`config.mk`:
```
export PLATFORM = sky130hd
export DESIGN_NAME = ifu_top
export DESIGN_NICKNAME = d
export VERILOG_FILES = /design/src/rtl/ifu_pkg.sv /design/src/rtl/ifu_classify.sv /design/src/rtl/ifu_pc_step.sv /design/src/rtl/ifu_fields.sv /design/src/rtl/ifu_top.sv
export SDC_FILE = /design/constraint.sdc
export NUM_CORES = 1
export LEC_CHECK = 0
export ABC_CLOCK_PERIOD_IN_PS = 6300
export CORE_ASPECT_RATIO = 1.1
export CORE_MARGIN = 4
export CORE_UTILIZATION = 46
export DETAILED_ROUTE_END_ITERATION = 16
export DONT_BUFFER_PORTS = 1
export PLACE_DENSITY = 0.7
export SYNTH_ARGS = -nofsm -noshare
export SYNTH_HDL_FRONTEND = slang
export SYNTH_SLANG_ARGS = --single-unit
export TNS_END_PERCENT = 1
```
`constraint.sdc`:
```
create_clock -name clk -period 6.3 [get_ports clk]
set_clock_uncertainty 0.2 [all_clocks]
set_input_delay 1.26 -clock clk [delete_from_list [all_inputs] [get_ports clk]]
set_output_delay 1.26 -clock clk [all_outputs]
set_load 0.005 [all_outputs]
```
`src/rtl/ifu_pkg.sv`:
```
package ifu_pkg;

    localparam int MINOR_W   = 6;
    localparam int MINOR_CNT = 2 ** MINOR_W;

    typedef enum logic [1:0] {
        KIND_T1  = 2'd0,
        KIND_T2  = 2'd1,
        KIND_T3A = 2'd2,
        KIND_T3B = 2'd3
    } kind_e;

    typedef enum logic [2:0] {
        ST_REQ1  = 3'd0,
        ST_WAIT1 = 3'd1,
        ST_REQ2  = 3'd2,
        ST_WAIT2 = 3'd3,
        ST_OUT   = 3'd4
    } fsm_e;

    // Returns {undefined, kind}; code 050 is reported as one-word, refined later by the minor mask.
    function automatic logic [2:0] code_class(input int c);
        logic [2:0] r;
        if (c == 'o0 || c == 'o1 || c == 'o77)
            r = {1'b1, KIND_T1};
        else if (c == 'o50)
            r = {1'b0, KIND_T3A};
        else if (c == 'o30 || c == 'o31 || (c >= 'o34 && c <= 'o37) ||
                 (c >= 'o51 && c <= 'o76))
            r = {1'b0, KIND_T2};
        else
            r = {1'b0, KIND_T1};
        return r;
    endfunction

endpackage

```
`src/rtl/ifu_classify.sv`:
```
module ifu_classify
    import ifu_pkg::*;
#(
    parameter int FUNC_W = 6,
    parameter logic [MINOR_CNT-1:0] MINOR_MASK = {{(MINOR_CNT/2){1'b1}}, {(MINOR_CNT/2){1'b0}}}
) (
    input  logic [FUNC_W-1:0]  func,
    input  logic [MINOR_W-1:0] minor,
    output kind_e              kind,
    output logic               illegal
);
    localparam int NCODES = 2 ** FUNC_W;

    logic [2:0] code_tab [NCODES];

    // one constant table entry per function code
    for (genvar g = 0; g < NCODES; g++) begin : g_tab
        assign code_tab[g] = code_class(g);
    end

    logic [2:0] cls;

    always_comb begin
        cls     = code_tab[func];
        illegal = cls[2];
        kind    = kind_e'(cls[1:0]);
        if (kind == KIND_T3A && MINOR_MASK[minor])
            kind = KIND_T3B;
    end

endmodule

```
`src/rtl/ifu_pc_step.sv`:
```
module ifu_pc_step #(
    parameter int ADDR_W = 17
) (
    input  logic [ADDR_W-1:0] base,
    input  logic [1:0]        inc,
    output logic [ADDR_W-1:0] next
);
    // plain modular add: the carry out of the low word bits moves into the bay bits,
    // and the carry out of the top bit is dropped
    always_comb begin
        next = base + ADDR_W'(inc);
    end

endmodule

```
`src/rtl/ifu_fields.sv`:
```
module ifu_fields
    import ifu_pkg::*;
#(
    parameter int WORD_W = 18,
    parameter int FUNC_W = 6,
    localparam int OPND_W = WORD_W - FUNC_W
) (
    input  kind_e               kind,
    input  logic [WORD_W-1:0]   w1,
    input  logic [OPND_W-1:0]   u2,
    input  logic                ix2,
    output logic [FUNC_W-1:0]   func,
    output logic [MINOR_W-1:0]  minor,
    output logic [OPND_W-1:0]   u,
    output logic [WORD_W-1:0]   z,
    output logic                ix
);
    always_comb begin
        func = w1[WORD_W-1 -: FUNC_W];
        u    = (kind == KIND_T3B) ? u2 : w1[OPND_W-1:0];
        z    = {{(WORD_W-OPND_W){u[OPND_W-1]}}, u};
        unique case (kind)
            KIND_T1: begin
                minor = '0;
                ix    = func[0];
            end
            KIND_T2: begin
                minor = '0;
                ix    = 1'b0;
            end
            KIND_T3A: begin
                minor = w1[OPND_W-1 -: MINOR_W];
                ix    = 1'b0;
            end
            default: begin
                minor = w1[OPND_W-1 -: MINOR_W];
                ix    = ix2;
            end
        endcase
    end

endmodule

```
`src/rtl/ifu_top.sv`:
```
module ifu_top
    import ifu_pkg::*;
#(
    parameter int ADDR_W = 17,
    parameter int WORD_W = 18,
    parameter int FUNC_W = 6,
    parameter logic [ADDR_W-1:0] RESET_VEC = 17'h00FFE,
    parameter logic [MINOR_CNT-1:0] MINOR_MASK = {{(MINOR_CNT/2){1'b1}}, {(MINOR_CNT/2){1'b0}}}
) (
    input  logic                     clk,
    input  logic                     rst,
    output logic                     mem_req,
    output logic [ADDR_W-1:0]        mem_addr,
    input  logic                     mem_rvalid,
    input  logic [WORD_W-1:0]        mem_rdata,
    output logic                     dec_valid,
    input  logic                     dec_ready,
    input  logic                     dec_skip,
    output logic [1:0]               dec_kind,
    output logic [FUNC_W-1:0]        dec_func,
    output logic [MINOR_W-1:0]       dec_minor,
    output logic [WORD_W-FUNC_W-1:0] dec_u,
    output logic [WORD_W-1:0]        dec_z,
    output logic                     dec_ix,
    output logic [ADDR_W-1:0]        dec_addr,
    output logic                     illegal_op
);
    localparam int OPND_W = WORD_W - FUNC_W;

    typedef struct packed {
        fsm_e              st;
        logic [ADDR_W-1:0] pc;
        logic [WORD_W-1:0] w1;
        logic [OPND_W-1:0] u2;
        logic              ix2;
        kind_e             kind;
        logic              illg;
    } state_t;

    state_t cur_q, nxt_d;

    kind_e             cls_kind_d;
    logic              cls_illegal_d;
    logic [ADDR_W-1:0] pc_plus1_d, pc_adv_d;
    logic [1:0]        adv_inc_d;

    ifu_classify #(
        .FUNC_W    (FUNC_W),
        .MINOR_MASK(MINOR_MASK)
    ) u_cls (
        .func   (mem_rdata[WORD_W-1 -: FUNC_W]),
        .minor  (mem_rdata[OPND_W-1 -: MINOR_W]),
        .kind   (cls_kind_d),
        .illegal(cls_illegal_d)
    );

    ifu_pc_step #(.ADDR_W(ADDR_W)) u_step1 (
        .base(cur_q.pc),
        .inc (2'd1),
        .next(pc_plus1_d)
    );

    // length of the instruction plus one more word when a skip is taken
    assign adv_inc_d = 2'd1 + {1'b0, cur_q.kind == KIND_T3B} + {1'b0, dec_skip};

    ifu_pc_step #(.ADDR_W(ADDR_W)) u_stepn (
        .base(cur_q.pc),
        .inc (adv_inc_d),
        .next(pc_adv_d)
    );

    always_comb begin
        nxt_d      = cur_q;
        nxt_d.illg = 1'b0;
        unique case (cur_q.st)
            ST_REQ1: nxt_d.st = ST_WAIT1;
            ST_WAIT1: begin
                if (mem_rvalid) begin
                    nxt_d.w1   = mem_rdata;
                    nxt_d.kind = cls_kind_d;
                    if (cls_illegal_d) begin
                        nxt_d.illg = 1'b1;
                        nxt_d.pc   = pc_plus1_d;
                        nxt_d.st   = ST_REQ1;
                    end else if (cls_kind_d == KIND_T3B) begin
                        nxt_d.st = ST_REQ2;
                    end else begin
                        nxt_d.st = ST_OUT;
                    end
                end
            end
            ST_REQ2: nxt_d.st = ST_WAIT2;
            ST_WAIT2: begin
                if (mem_rvalid) begin
                    nxt_d.u2  = mem_rdata[OPND_W-1:0];
                    nxt_d.ix2 = mem_rdata[OPND_W];
                    nxt_d.st  = ST_OUT;
                end
            end
            ST_OUT: begin
                if (dec_ready) begin
                    nxt_d.pc = pc_adv_d;
                    nxt_d.st = ST_REQ1;
                end
            end
            default: nxt_d.st = ST_REQ1;
        endcase
    end

    always_ff @(posedge clk) begin
        if (rst) begin
            cur_q    <= '0;
            cur_q.st <= ST_REQ1;
            cur_q.pc <= RESET_VEC;
        end else begin
            cur_q <= nxt_d;
        end
    end

    assign mem_req    = (cur_q.st == ST_REQ1) || (cur_q.st == ST_REQ2);
    assign mem_addr   = (cur_q.st == ST_REQ2) ? pc_plus1_d : cur_q.pc;
    assign dec_valid  = (cur_q.st == ST_OUT);
    assign dec_kind   = cur_q.kind;
    assign dec_addr   = cur_q.pc;
    assign illegal_op = cur_q.illg;

    ifu_fields #(
        .WORD_W(WORD_W),
        .FUNC_W(FUNC_W)
    ) u_fields (
        .kind (cur_q.kind),
        .w1   (cur_q.w1),
        .u2   (cur_q.u2),
        .ix2  (cur_q.ix2),
        .func (dec_func),
        .minor(dec_minor),
        .u    (dec_u),
        .z    (dec_z),
        .ix   (dec_ix)
    );

    AST_RESET_FETCH: assert property (@(posedge clk) disable iff (rst)
        $past(rst) |-> (mem_req && mem_addr == RESET_VEC));
    AST_NO_BACK_TO_BACK_REQ: assert property (@(posedge clk) disable iff (rst)
        mem_req |=> !mem_req);
    AST_HOLD_WHILE_STALLED: assert property (@(posedge clk) disable iff (rst)
        (dec_valid && !dec_ready) |=> (dec_valid && $stable(dec_func) && $stable(dec_u)
                                       && $stable(dec_addr) && $stable(dec_kind)));
    AST_ILLEGAL_ONE_CYCLE: assert property (@(posedge clk) disable iff (rst)
        illegal_op |=> !illegal_op);
    AST_ILLEGAL_NOT_PRESENTED: assert property (@(posedge clk) disable iff (rst)
        dec_valid |-> (dec_func != 6'o0 && dec_func != 6'o1 && dec_func != 6'o77));
    AST_STEP_PLAIN: assert property (@(posedge clk) disable iff (rst)
        (dec_valid && dec_ready && !dec_skip && dec_kind != 2'd3)
        |=> (mem_req && mem_addr == ADDR_W'($past(dec_addr) + 1'b1)));
    AST_STEP_SKIP: assert property (@(posedge clk) disable iff (rst)
        (dec_valid && dec_ready && dec_skip && dec_kind != 2'd3)
        |=> (mem_req && mem_addr == ADDR_W'($past(dec_addr) + 2'd2)));

endmodule

```
* After elaboration in Yosys (flattened, before gate mapping)
Memory sizes are Yosys's and may differ from the RTL's.
Cells that the tools add are included.
** Storage, ports and cells
- Word-level logic and storage cells :: 60
- Bits in read-only memories :: 256
- Input bits :: 23
- Memories :: 2
- Register bits after elaboration :: 54
** Memories
- (name not given) :: depth 64, bits a word 3, read ports 1, clocked after memory_dff 0, write ports 0, RTL line ifu_classify.sv:24 : cls = code_tab[func];
- (name not given) :: depth 64, bits a word 1, read ports 1, clocked after memory_dff 0, write ports 0, RTL line ifu_classify.sv:27 : if (kind == KIND_T3A && MINOR_MASK[minor])
** Operators by class
- $add $sub $neg :: 4
- Equal/unequal tests :: 13
- Bitwise gates (word level) :: 3
- Multiplexer cells :: 17
- Reduce and logical (&&, ||, !) cells :: 12
- Order comparisons :: 2
** Operators with widths (number)
- $mux 38 :: 1
- $mux 17 :: 2
- $pmux 17 s2 :: 1
- $mux 20 :: 1
- $add 17x1->17 const B :: 1
- $add 17x2->17 :: 1
- $mux 3 :: 5
- $pmux 3 s5 :: 1
- $mux 12 :: 1
- $eq 2x2->1 const B :: 4
- $ge 7x7->1 const B :: 1
- $lt 6x7->1 const B :: 1
- $not 6->7 :: 1
- $eq 3x2->1 const B :: 2
- $mux 6 :: 1
- $ne 2x1->1 const B :: 2
- $ne 2x2->1 const B :: 2
- $reduce_and 2->1 :: 2
- $reduce_and 4->1 :: 1
- $reduce_or 2->1 :: 2
- $eq 3x1->1 const B :: 1
- $eq 3x3->1 const B :: 1
- $logic_not 3->1 :: 1
- $reduce_and 3->1 :: 1
- other kinds (12) :: 14

* Depth between registers and ports, before layout
Gate-level depths: netlist of the first run.
- Depth after elaboration :: 12
- Mapped depth :: 14
- Mapped depth without buffers :: 12

* Modules after synthesis
From an unflattened synthesis of the first run, not the netlist that was laid out.
** Unflattened totals
- Cell total of the unflattened synthesis :: 473
- Area, all modules :: 3975.1 um^2
** By module, submodules not included
- ifu_top :: cells an instance 319, instances 1, area an instance 2727.6 um^2
- ifu_pc_step :: cells an instance 46, instances 2, area an instance 360.3 um^2
- ifu_fields :: cells an instance 47, instances 1, area an instance 431.7 um^2
- ifu_classify :: cells an instance 15, instances 1, area an instance 95.1 um^2

* Worst setup path after synthesis of the first run
No wires, ideal clock.
- Kind :: input -> register
- Start point :: input port dec_skip
- End point :: register cur_q (netlist bit dec_addr[4])
- Arrival :: 3202 ps
- Required time :: 5983 ps
- Stages :: 12
- Path slack :: 2781 ps
- Path through :: inv_1 -> ha_1 -> inv_1 -> ha_1 -> inv_1 -> fa_1 -> nor4b_1 -> a21oi_1 -> nor2_1 -> o2bb2a_1 -> xnor2_1 -> nand2b_1
** Between the ends
- Cells in the longest elaborated chain, start to end :: 4
** Ends and longest elaborated chain
- start: declaration :: RTL line ifu_top.sv:18 : input logic dec_skip,
- $add 2x1->2 :: RTL line ifu_top.sv:64 : assign adv_inc_d = 2'd1 + {1'b0, cur_q.kind == KIND_T3B} + {1'b0, dec_skip};
- $add 17x2->17 :: RTL line ifu_pc_step.sv:11 : next = base + ADDR_W'(inc);
- $mux 20 :: RTL line ifu_top.sv:101 : if (dec_ready) begin
- $pmux 17 s2 :: RTL line ifu_top.sv:75 : unique case (cur_q.st)
- end signal: assignment :: RTL line ifu_top.sv:116 : cur_q <= nxt_d;
- end: declaration :: RTL line ifu_top.sv:40 : state_t cur_q, nxt_d;
No other way between the ends. The select of a mux whose other input is x is not followed.
A chain may end at the register's enable or synchronous reset.

* Worst setup path after layout of the first run
- Start point :: register cur_q (netlist bit dec_addr[6])
- End point :: output port mem_addr[11]
** Between the ends
- Cells in the longest elaborated chain, start to end :: 2
** Ends and longest elaborated chain
- $add 17x1->17 :: RTL line ifu_pc_step.sv:11
- $mux 17 :: RTL line ifu_top.sv:121 : assign mem_addr = (cur_q.st == ST_REQ2) ? pc_plus1_d : cur_q.pc;
- end: declaration :: RTL line ifu_top.sv:13 : output logic [ADDR_W-1:0] mem_addr,
No other way between the ends.

==> flow_summary.json, run 1 <==
{
  "rsz0062_at_grt": "no",
  "tritoncts_num_sinks": 54,
  "ctsRootBufferMaster": "clkbuf_8",
  "detailedRoute.firstPassIterationCount": 4,
  "totalWireLength_um": 8030,
  "yosys-top-cells-count": "nand2_1, dfxtp_1, a21oi_1",
  "grt_use_total_pct": 18.0,
  "area_delta_synth_final_pct": -6.91,
  "power_density_nw_per_um2": 212,
  "first_global_vias": 2643,
  "vias": 2778,
  "worst-r2r-setup-slack_ps": 2910,
  "vertical_die_dimension_um": 98.5,
  "fin_nets": 414,
  "synthesis.area_um2": 3420,
  "cp_startpoint_kind": "flop",
  "clk_pin_slew_ps": 100,
  "postCtsSetupBuffers": 0,
  "ant_nets": 0,
  "post_synth_main_area_contributors": "dfxtp_1, nand2_1, buf_4",
  "number_of_drc_markers_in_iteration_0": 126,
  "vias_per_cell": 5.90,
  "start_util_pct": 48.1,
  "main_synth_ff_type": "dfxtp_1",
  "maxCapViolCount": 0,
  "status": "completed",
  "clk_latency_ps": 300,
  "grt_first_pass_wirelength_um": 13300,
  "fin_setup_tns_ps": 0,
  "grt_max_degree": 56,
  "grt_overflow_total": 0,
  "finalWeightedCongestion": 0.847,
  "cts_buffers": 5,
  "share_comb_of_total_power_pct": 10.6,
  "yosysTopAreaCellShare_pct": 31.6,
  "fillCellCount": 722,
  "insertedDiodeCount": 0,
  "remaining_drc_errors": 0,
  "max-clock-path-buffers": 2,
  "core.rowCount": 32,
  "max_freq_mhz": 265,
  "dieArea_um2": 8890,
  "yosysTopAreaCell": "dfxtp_1",
  "synth-async-reset-ratio_pct": 0,
  "postSynthNetCount": 478,
  "post_synth_num_cell_types": 58,
  "setup_violations": 0,
  "port-buffer-count": 0,
  "post-dp-hpwl_um": 5690,
  "synth.yosys.seq_area_share_pct": 31.6,
  "final_util_pct": 44.7,
  "p_leak_uw": 0.00116,
  "final.min_clock_period_ps": 3770,
  "final_layout_size_suffix_gt1_share_pct": 8.55,
  "min_period_over_period_pct": 59.8,
  "postSynthAreaPerCell_um2": 7.61,
  "power_uw": 675,
  "cts_tree": "yes",
  "ir_worst_vdd_mv": 0.118,
  "holdBufCountCts": 0,
  "worst_slew_pin_slew_ps": 871,
  "route.detailed.wl_per_inst_um": 17.0,
  "cp-end-kind": "primary output",
  "seq_power_share_pct": 53.8,
  "hold_path_class": "reg2reg",
  "power.net_switching_uw": 169,
  "yosysWarnings": 0,
  "worst-endpoint-required_ps": 4840,
  "intPower_uw": 506,
  "post_cts_resize_count": 0,
  "postSynthRegisterBits": 54,
  "final_hold_viol_count": 0,
  "relSlewSlack_pct": 41.1,
  "cp.arrival_ps": 2310,
  "io_pins": 105,
  "die_w_um": 90.3,
  "slew_viol_final": 0,
  "synth_most_common_cell": "nand2_1",
  "cts.htree.levels": 2,
  "timing_worst_setup_path_type": "reg2out",
  "critPathMaxFanout": 12,
  "netSwitchingFraction_pct": 25.0,
  "synth_edf_count": 0,
  "fin_worst_hold_slack_ps": 252,
  "grt_antenna_before_repair": 0,
  "number_of_instances_in_the_synthesized_netlist": 450,
  "floorplan.core_area_um2": 7130,
  "share_clk_of_total_power_pct": 35.5
}
-- stage by stage --
| step | area, µm² | setup WS (ps) | instances |
|---|---|---|---|
| after floorplan | 3420 | 2780 | 450 |
| after global placement | 3080 | 2570 | 464 |
| after detailed placement | 3080 | 2490 | 464 |
| after CTS | 3190 | 2540 | 471 |
| after global routing | 3190 | 2340 | 471 |
| final | 3190 | 2530 | 471 |
-- power by group through the flow --
stage	sequential [µW]	clock (µW)	combinational (µW)
floorplan	364	0	82.7
global placement	371	0	70.5
detailed placement	371	0	71.6
CTS	363	246	71.8
global route	365	260	81.6
finish	363	240	71.8
-- path summary, 6_finish.rpt --
path                       startpoint                  endpoint  depth (start not counted)
max reg2reg  dec_kind[1]$_SDFFE_PP0P_  dec_addr[4]$_SDFFE_PP1P_                         13
min reg2reg    cur_q[18]$_SDFFE_PP0P_    cur_q[18]$_SDFFE_PP0P_                          2
min            cur_q[18]$_SDFFE_PP0P_    cur_q[18]$_SDFFE_PP0P_                          2
max          dec_addr[6]$_SDFFE_PP1P_              mem_addr[11]                          5
-- cells by family (layout without fill, tap and decap cells) --
| group | count (synthesis) | after routing | share of synthesized area (%) |
|---|---|---|---|
| AND/OR/NAND/NOR | 188 | 188 | 26.1 |
| multiplexers | 12 | 12 | 3.95 |
| XOR/XNOR | 22 | 22 | 5.63 |
| buffers and inverters | 80 | 16 | 14.7 |
| AO/OA/AOI/OAI | 89 | 89 | 16.1 |
| adder cells (fa/ha/maj) | 5 | 5 | 2.05 |
| flip-flops | 54 | 54 | 31.6 |
-- layout make-up --
cell class	instances	area, µm²	area share, %
inverters	7	31.3	0.981
clock inverters	1	30.0	0.942
multi-input cells	316	1840	57.8
flip-flops and latches	54	1080	33.9
well taps	85	106	3.34
clock buffers	6	82.6	2.59
repair buffers	2	15.0	0.471
-- flip-flops by register name (all words and copies together), names as in the netlist --
name / flops
dec_kind: 2
illegal_op: 1
cur_q: 34
dec_addr: 17
-- critical path: stages, from the launching register on --
cell and delay [ps]:
dfxtp_1 600, nand3_1 230, nor3_1 550, and2_1 310, nand3_1 120, xnor2_1 200
-- per-layer routing --
metal / vias up / global-route usage, % / wire [µm]
met4: 0 / 4.71 / 108
met3: 10 / 6.49 / 783
met2: 116 / 31.0 / 3900
li1: 1355 / - / -
met5: - / 0 / 0
met1: 1297 / 21.4 / 3240
-- placed cells by master (no fill, tap or decap), types with 2 or more instances in the layout --
cell type,count
and2_1,11
o2bb2a_1,2
o21ai_1,3
a211o_1,2
xnor2_1,16
buf_4,2
a211oi_1,5
o21ai_0,4
and3_1,6
inv_1,6
a211oi_2,2
or3_1,5
xor2_1,6
a21oi_1,51
a311oi_1,2
nand3b_1,3
dfxtp_1,54
nand2_1,94
a31oi_1,3
nand2b_1,6
nor2_1,22
clkbuf_8,6
a22oi_1,2
or4_1,2
nand3_1,14
mux2_2,12
and4_1,2
nor3_2,2
ha_1,4
nor3_1,6
o22ai_1,2
nand4_1,5
No activity file was read; power rests on OpenSTA's default activity.
==> inputs of run 2 (changes only) <==
--- a/config.mk
+++ b/config.mk
@@ -5,7 +5,7 @@
 export SDC_FILE = /design/constraint.sdc
 export NUM_CORES = 1
 export LEC_CHECK = 0
-export ABC_CLOCK_PERIOD_IN_PS = 6300
+export ABC_CLOCK_PERIOD_IN_PS = 3920
 export CORE_ASPECT_RATIO = 1.1
 export CORE_MARGIN = 4
 export CORE_UTILIZATION = 46
==> constraint.sdc (replaced) <==
create_clock -name clk -period 3.92 [get_ports clk]
set_clock_uncertainty 0.2 [all_clocks]
set_input_delay 0.784 -clock clk [delete_from_list [all_inputs] [get_ports clk]]
set_output_delay 0.784 -clock clk [all_outputs]
set_load 0.005 [all_outputs]
==> flow_summary.json, run 2 (synthesis results as in run 1) <==
{
  "vias": 2794,
  "grt_max_degree": 56,
  "floorplan.core_area_um2": 7130,
  "grt_overflow_total": 0,
  "final_layout_size_suffix_gt1_share_pct": 9.02,
  "number_of_drc_markers_in_iteration_0": 108,
  "postCtsSetupBuffers": 0,
  "port-buffer-count": 0,
  "ctsRootBufferMaster": "clkbuf_8",
  "finalNonFillerCells": 473,
  "power_density_nw_per_um2": 359,
  "post-dp-hpwl_um": 5710,
  "grt_antenna_before_repair": 0,
  "area_delta_synth_final_pct": -5.81,
  "critPathMaxFanout": 9,
  "finalWeightedCongestion": 0.871,
  "grt_use_total_pct": 18.3,
  "inst_count_dp": 465,
  "groute.layer.met3.usage_pct": 5.73,
  "status": "completed",
  "ant_nets": 0,
  "cts_buffers": 5,
  "io_pins": 105,
  "insertedDiodeCount": 0,
  "final_hold_viol_count": 0,
  "dpl-instance-area_um2": 3080,
  "vias_per_cell": 5.91,
  "fillCellCount": 774,
  "place_ws_ps": 906,
  "post_cts_resize_count": 0,
  "timing_worst_setup_path_type": "reg2out",
  "finalWorstSetupSlack_ps": 664,
  "remaining_drc_errors": 0,
  "max-clock-path-buffers": 2,
  "start_util_pct": 48.1,
  "max_freq_mhz": 307,
  "final_cell_mix": "nand2_1, dfxtp_1, a21oi_1",
  "dieArea_um2": 8890,
  "clk_pin_slew_ps": 100,
  "grt_most_used_layer": "met2",
  "cts.htree.levels": 2,
  "route.detailed.wl_per_inst_um": 17.2,
  "ir_worst_vdd_mv": 0.230,
  "design_area_um2": 3230,
  "worst-endpoint-required_ps": 2940,
  "grt_first_pass_wirelength_um": 13500,
  "die_w_um": 90.3,
  "first_global_vias": 2625,
  "rsz0062_at_grt": "no",
  "holdBufCountCts": 0,
  "cp.arrival_ps": 2270,
  "maxCapViolCount": 0,
  "p_leak_uw": 0.00118,
  "min_period_over_period_pct": 83.1,
  "layout_commonest_cell": "nand2_1",
  "core.rowCount": 32,
  "cp_startpoint_kind": "flop",
  "fin_nets": 415,
  "tritoncts_num_sinks": 54,
  "hold_path_class": "reg2reg",
  "worst_slew_pin_slew_ps": 706,
  "max_flop_register": "cur_q",
  "grtUsageMet1_pct": 22.3,
  "groute.layer.met2.usage_pct": 31.5,
  "final.min_clock_period_ps": 3260,
  "totalWireLength_um": 8140,
  "power_uw": 1160,
  "setup_violations": 0,
  "clk_latency_ps": 310,
  "cts_tree": "yes",
  "fin_setup_tns_ps": 0,
  "slew_viol_final": 0,
  "cp-end-kind": "primary output",
  "number_of_flip_flops_in_the_largest_register": 34,
  "vertical_die_dimension_um": 98.5,
  "detailedRoute.firstPassIterationCount": 4,
  "relSlewSlack_pct": 52.9
}
run 2: changes by cell type in the layout (fill, tap and decap cells not counted), sizes merged:
cell | before | now
buf | 2 | 3
bufinv | 1 | 2
run 2: cell type report:
cell class,instances,area (µm²),area share (%)
multi-input cells,316,1840,57.1
clock buffers,6,82.6,2.56
flip-flops and latches,54,1080,33.5
inverters,7,31.3,0.970
repair buffers,3,22.5,0.698
well taps,85,106,3.30
clock inverters,2,60.1,1.86
run 2: power by group:
group / switching, µW / internal (µW) / total [µW]
sequential: 20.1 / 564 / 584
combinational: 70.8 / 45.1 / 116
clock: 187 / 272 / 459
run 2: critical path: stages, from the launching register on:
cell	delay [ps]
dfxtp_1	400
nor2_1	280
and2_1	390
nand2_1	210
nor2_1	320
nand2_1	160
xnor2_1	210
run 2: worst paths after layout:
| path | start | cells past startpoint | to | slack [ps] |
|---|---|---|---|---|
| min | cur_q[15]$_SDFFE_PP0P_ | 2 | cur_q[15]$_SDFFE_PP0P_ | 250 |
| max | cur_q[53]$_SDFFE_PP0P_ | 6 | mem_addr[14] | 660 |
| min reg2reg | cur_q[15]$_SDFFE_PP0P_ | 2 | cur_q[15]$_SDFFE_PP0P_ | 250 |
| max reg2reg | dec_kind[1]$_SDFFE_PP0P_ | 14 | dec_addr[4]$_SDFFE_PP1P_ | 850 |
run 2: metal layers:
metal	vias to the layer above	routed length, µm
met4	0	94
li1	1358	-
met3	11	766
met1	1323	3300
met5	-	0
met2	102	3980
run 2: metrics by stage:
| stage | utilization (%) | hold slack (ps) |
|---|---|---|
| CTS | 45.3 | 254 |
| global route | 45.3 | 272 |
| global placement | 43.3 | 233 |
| floorplan | - | 233 |
| detailed placement | 43.3 | 240 |
| finish | 45.3 | 251 |
==> inputs of run 3 (changes only) <==
--- a/config.mk
+++ b/config.mk
@@ -5,13 +5,13 @@
 export SDC_FILE = /design/constraint.sdc
 export NUM_CORES = 1
 export LEC_CHECK = 0
-export ABC_CLOCK_PERIOD_IN_PS = 3920
+export ABC_CLOCK_PERIOD_IN_PS = 2680
 export CORE_ASPECT_RATIO = 1.1
 export CORE_MARGIN = 4
 export CORE_UTILIZATION = 46
 export DETAILED_ROUTE_END_ITERATION = 16
 export DONT_BUFFER_PORTS = 1
-export PLACE_DENSITY = 0.7
+export PLACE_DENSITY = 0.72
 export SYNTH_ARGS = -nofsm -noshare
 export SYNTH_HDL_FRONTEND = slang
 export SYNTH_SLANG_ARGS = --single-unit
==> constraint.sdc (replaced) <==
create_clock -name clk -period 2.68 [get_ports clk]
set_clock_uncertainty 0.2 [all_clocks]
set_input_delay 0.536 -clock clk [delete_from_list [all_inputs] [get_ports clk]]
set_output_delay 0.536 -clock clk [all_outputs]
set_load 0.005 [all_outputs]
==> flow_summary.json, run 3 (synthesis results as in run 1) <==
{
  "final_util_pct": 47.8,
  "totalWireLength_um": 8270,
  "dieArea_um2": 8890,
  "intPower_uw": 1190,
  "final_hold_viol_count": 0,
  "seq_power_share_pct": 52.9,
  "final_layout_size_suffix_gt1_share_pct": 16.5,
  "io_pins": 105,
  "detailedRoute.firstPassIterationCount": 4,
  "final.min_clock_period_ps": 2520,
  "power_density_nw_per_um2": 470,
  "timing.rr.end": "dec_addr[8]$_SDFFE_PP1P_",
  "final_cell_mix": "nand2_1, a21oi_1, dfxtp_1",
  "relSlewSlack_pct": 52.7,
  "critical_register_to_register_path_startpoint": "dec_kind[0]$_SDFFE_PP0P_",
  "vias_per_cell": 5.85,
  "holdBufCountCts": 0,
  "cts_tree": "yes",
  "power.net_switching_uw": 412,
  "maxCapViolCount": 0,
  "grt_use_total_pct": 18.3,
  "remaining_drc_errors": 0,
  "p_leak_uw": 0.00126,
  "first_global_vias": 2754,
  "die_w_um": 90.3,
  "number_of_drc_markers_in_iteration_0": 96,
  "clk_latency_ps": 300,
  "floorplan.core_area_um2": 7130,
  "cts_buffers": 5,
  "worstHoldEndpoint": "cur_q[15]$_SDFFE_PP0P_",
  "finalWeightedCongestion": 0.847,
  "postCtsSetupBuffers": 0,
  "ctsRootBufferMaster": "clkbuf_8",
  "grt_max_degree": 56,
  "grt_antenna_before_repair": 0,
  "post-dp-hpwl_um": 6000,
  "clk_pin_slew_ps": 100,
  "ir_worst_vdd_mv": 0.226,
  "fin_worst_hold_slack_ps": 95.2,
  "share_clk_of_total_power_pct": 34.6,
  "cp_startpoint_kind": "flop",
  "min-delay-start": "rst",
  "chain_of_cells_forming_the_critical_path": "and4_1 > and3_1 > nand3_1 > nor3_2 > xor2_1",
  "area_delta_synth_final_pct": -0.584,
  "cp.arrival_ps": 1790,
  "timing_worst_setup_path_type": "reg2out",
  "number_of_flip_flops_in_the_largest_register": 34,
  "vias": 2880,
  "cts.htree.levels": 2,
  "vertical_die_dimension_um": 98.5,
  "port-buffer-count": 0,
  "max_stage_delay_ps": 400,
  "path_buf_inv": 0,
  "share_comb_of_total_power_pct": 12.5,
  "netSwitchingFraction_pct": 25.8,
  "worstHoldPathCells": 1,
  "slew_viol_final": 0,
  "rsz0062_at_grt": "no",
  "start_util_pct": 48.1,
  "fin_nets": 434,
  "setup_violations": 0,
  "worst_slew_pin_slew_ps": 709,
  "design_area_um2": 3400,
  "max-clock-path-buffers": 2,
  "ant_nets": 0,
  "hold_path_class": "in2reg",
  "min_period_over_period_pct": 94.2,
  "status": "completed",
  "max_flop_register": "cur_q",
  "worst-r2r-setup-slack_ps": 170,
  "core.rowCount": 32,
  "inst_count_dp": 484,
  "route.detailed.wl_per_inst_um": 16.8,
  "dpl-instance-area_um2": 3280,
  "critical_path.slowest_cell": "dfxtp_2",
  "worst-endpoint-required_ps": 1940,
  "tritoncts_num_sinks": 54,
  "post_cts_resize_count": 1,
  "finalNonFillerCells": 492,
  "rr_worst_depth": 11,
  "layout_commonest_cell": "nand2_1",
  "max_freq_mhz": 396,
  "grt_overflow_total": 0,
  "insertedDiodeCount": 0,
  "grt_first_pass_wirelength_um": 13500,
  "critPathMaxFanout": 6,
  "cp-end-kind": "primary output",
  "critical-path-top-delay-family": "simple AND/OR/NAND/NOR gates"
}
run 3: changes by cell type in the layout (fill, tap and decap cells not counted), moves of 2 or more:
cell / change
buf_4: +19
dfxtp_1: -4
dfxtp_2: +4
ha_1: -2
run 3: final cells by class:
type                            instances  area, µm²
Multi-Input combinational cell        316       1910
Sequential cell                        54       1090
Clock inverter                          2       37.5
Clock buffer                            6       72.6
Timing Repair Buffer                   22        165
Tap cell                               85        106
Inverter                                7       31.3
Fill cell                             727       3720
run 3: worst max path at each step:
stage	slack, ps	end	cells after the start	from
2_1_floorplan	10	dec_addr[4]$_SDFFE_PP1P_	14	dec_kind[1]$_SDFFE_PP0P_
5_1_grt	0.7	mem_addr[16]	5	dec_addr[11]$_SDFFE_PP1P_
6_report	160	mem_addr[16]	5	dec_addr[11]$_SDFFE_PP1P_
3_5_place_dp	-20	dec_addr[8]$_SDFFE_PP1P_	11	dec_skip
3_3_place_gp	20	dec_addr[8]$_SDFFE_PP1P_	11	dec_skip
4_1_cts	50	mem_addr[13]	5	dec_addr[3]$_SDFFE_PP1P_
run 3: layer usage:
metal | global-route usage, % | wire length [µm]
met5 | 0 | 0
met4 | 4.59 | 89
met3 | 5.42 | 683
met2 | 32.7 | 4140
met1 | 21.5 | 3360
run 3: metrics by stage:
step                setup slack (ps)  setup TNS [ps]  total power [µW]
finish                           156               0              1600
global route                   0.667               0              1680
CTS                             50.5               0              1620
detailed placement             -17.5           -26.3              1060
global placement                23.4               0              1060
floorplan                       14.5               0              1060
run 3: power groups by stage:
stage	combinational [µW]	clock, µW	sequential (µW)
CTS	200	571	846
detailed placement	199	0	865
global placement	196	0	864
floorplan	199	0	857
finish	199	553	846
global route	223	603	850
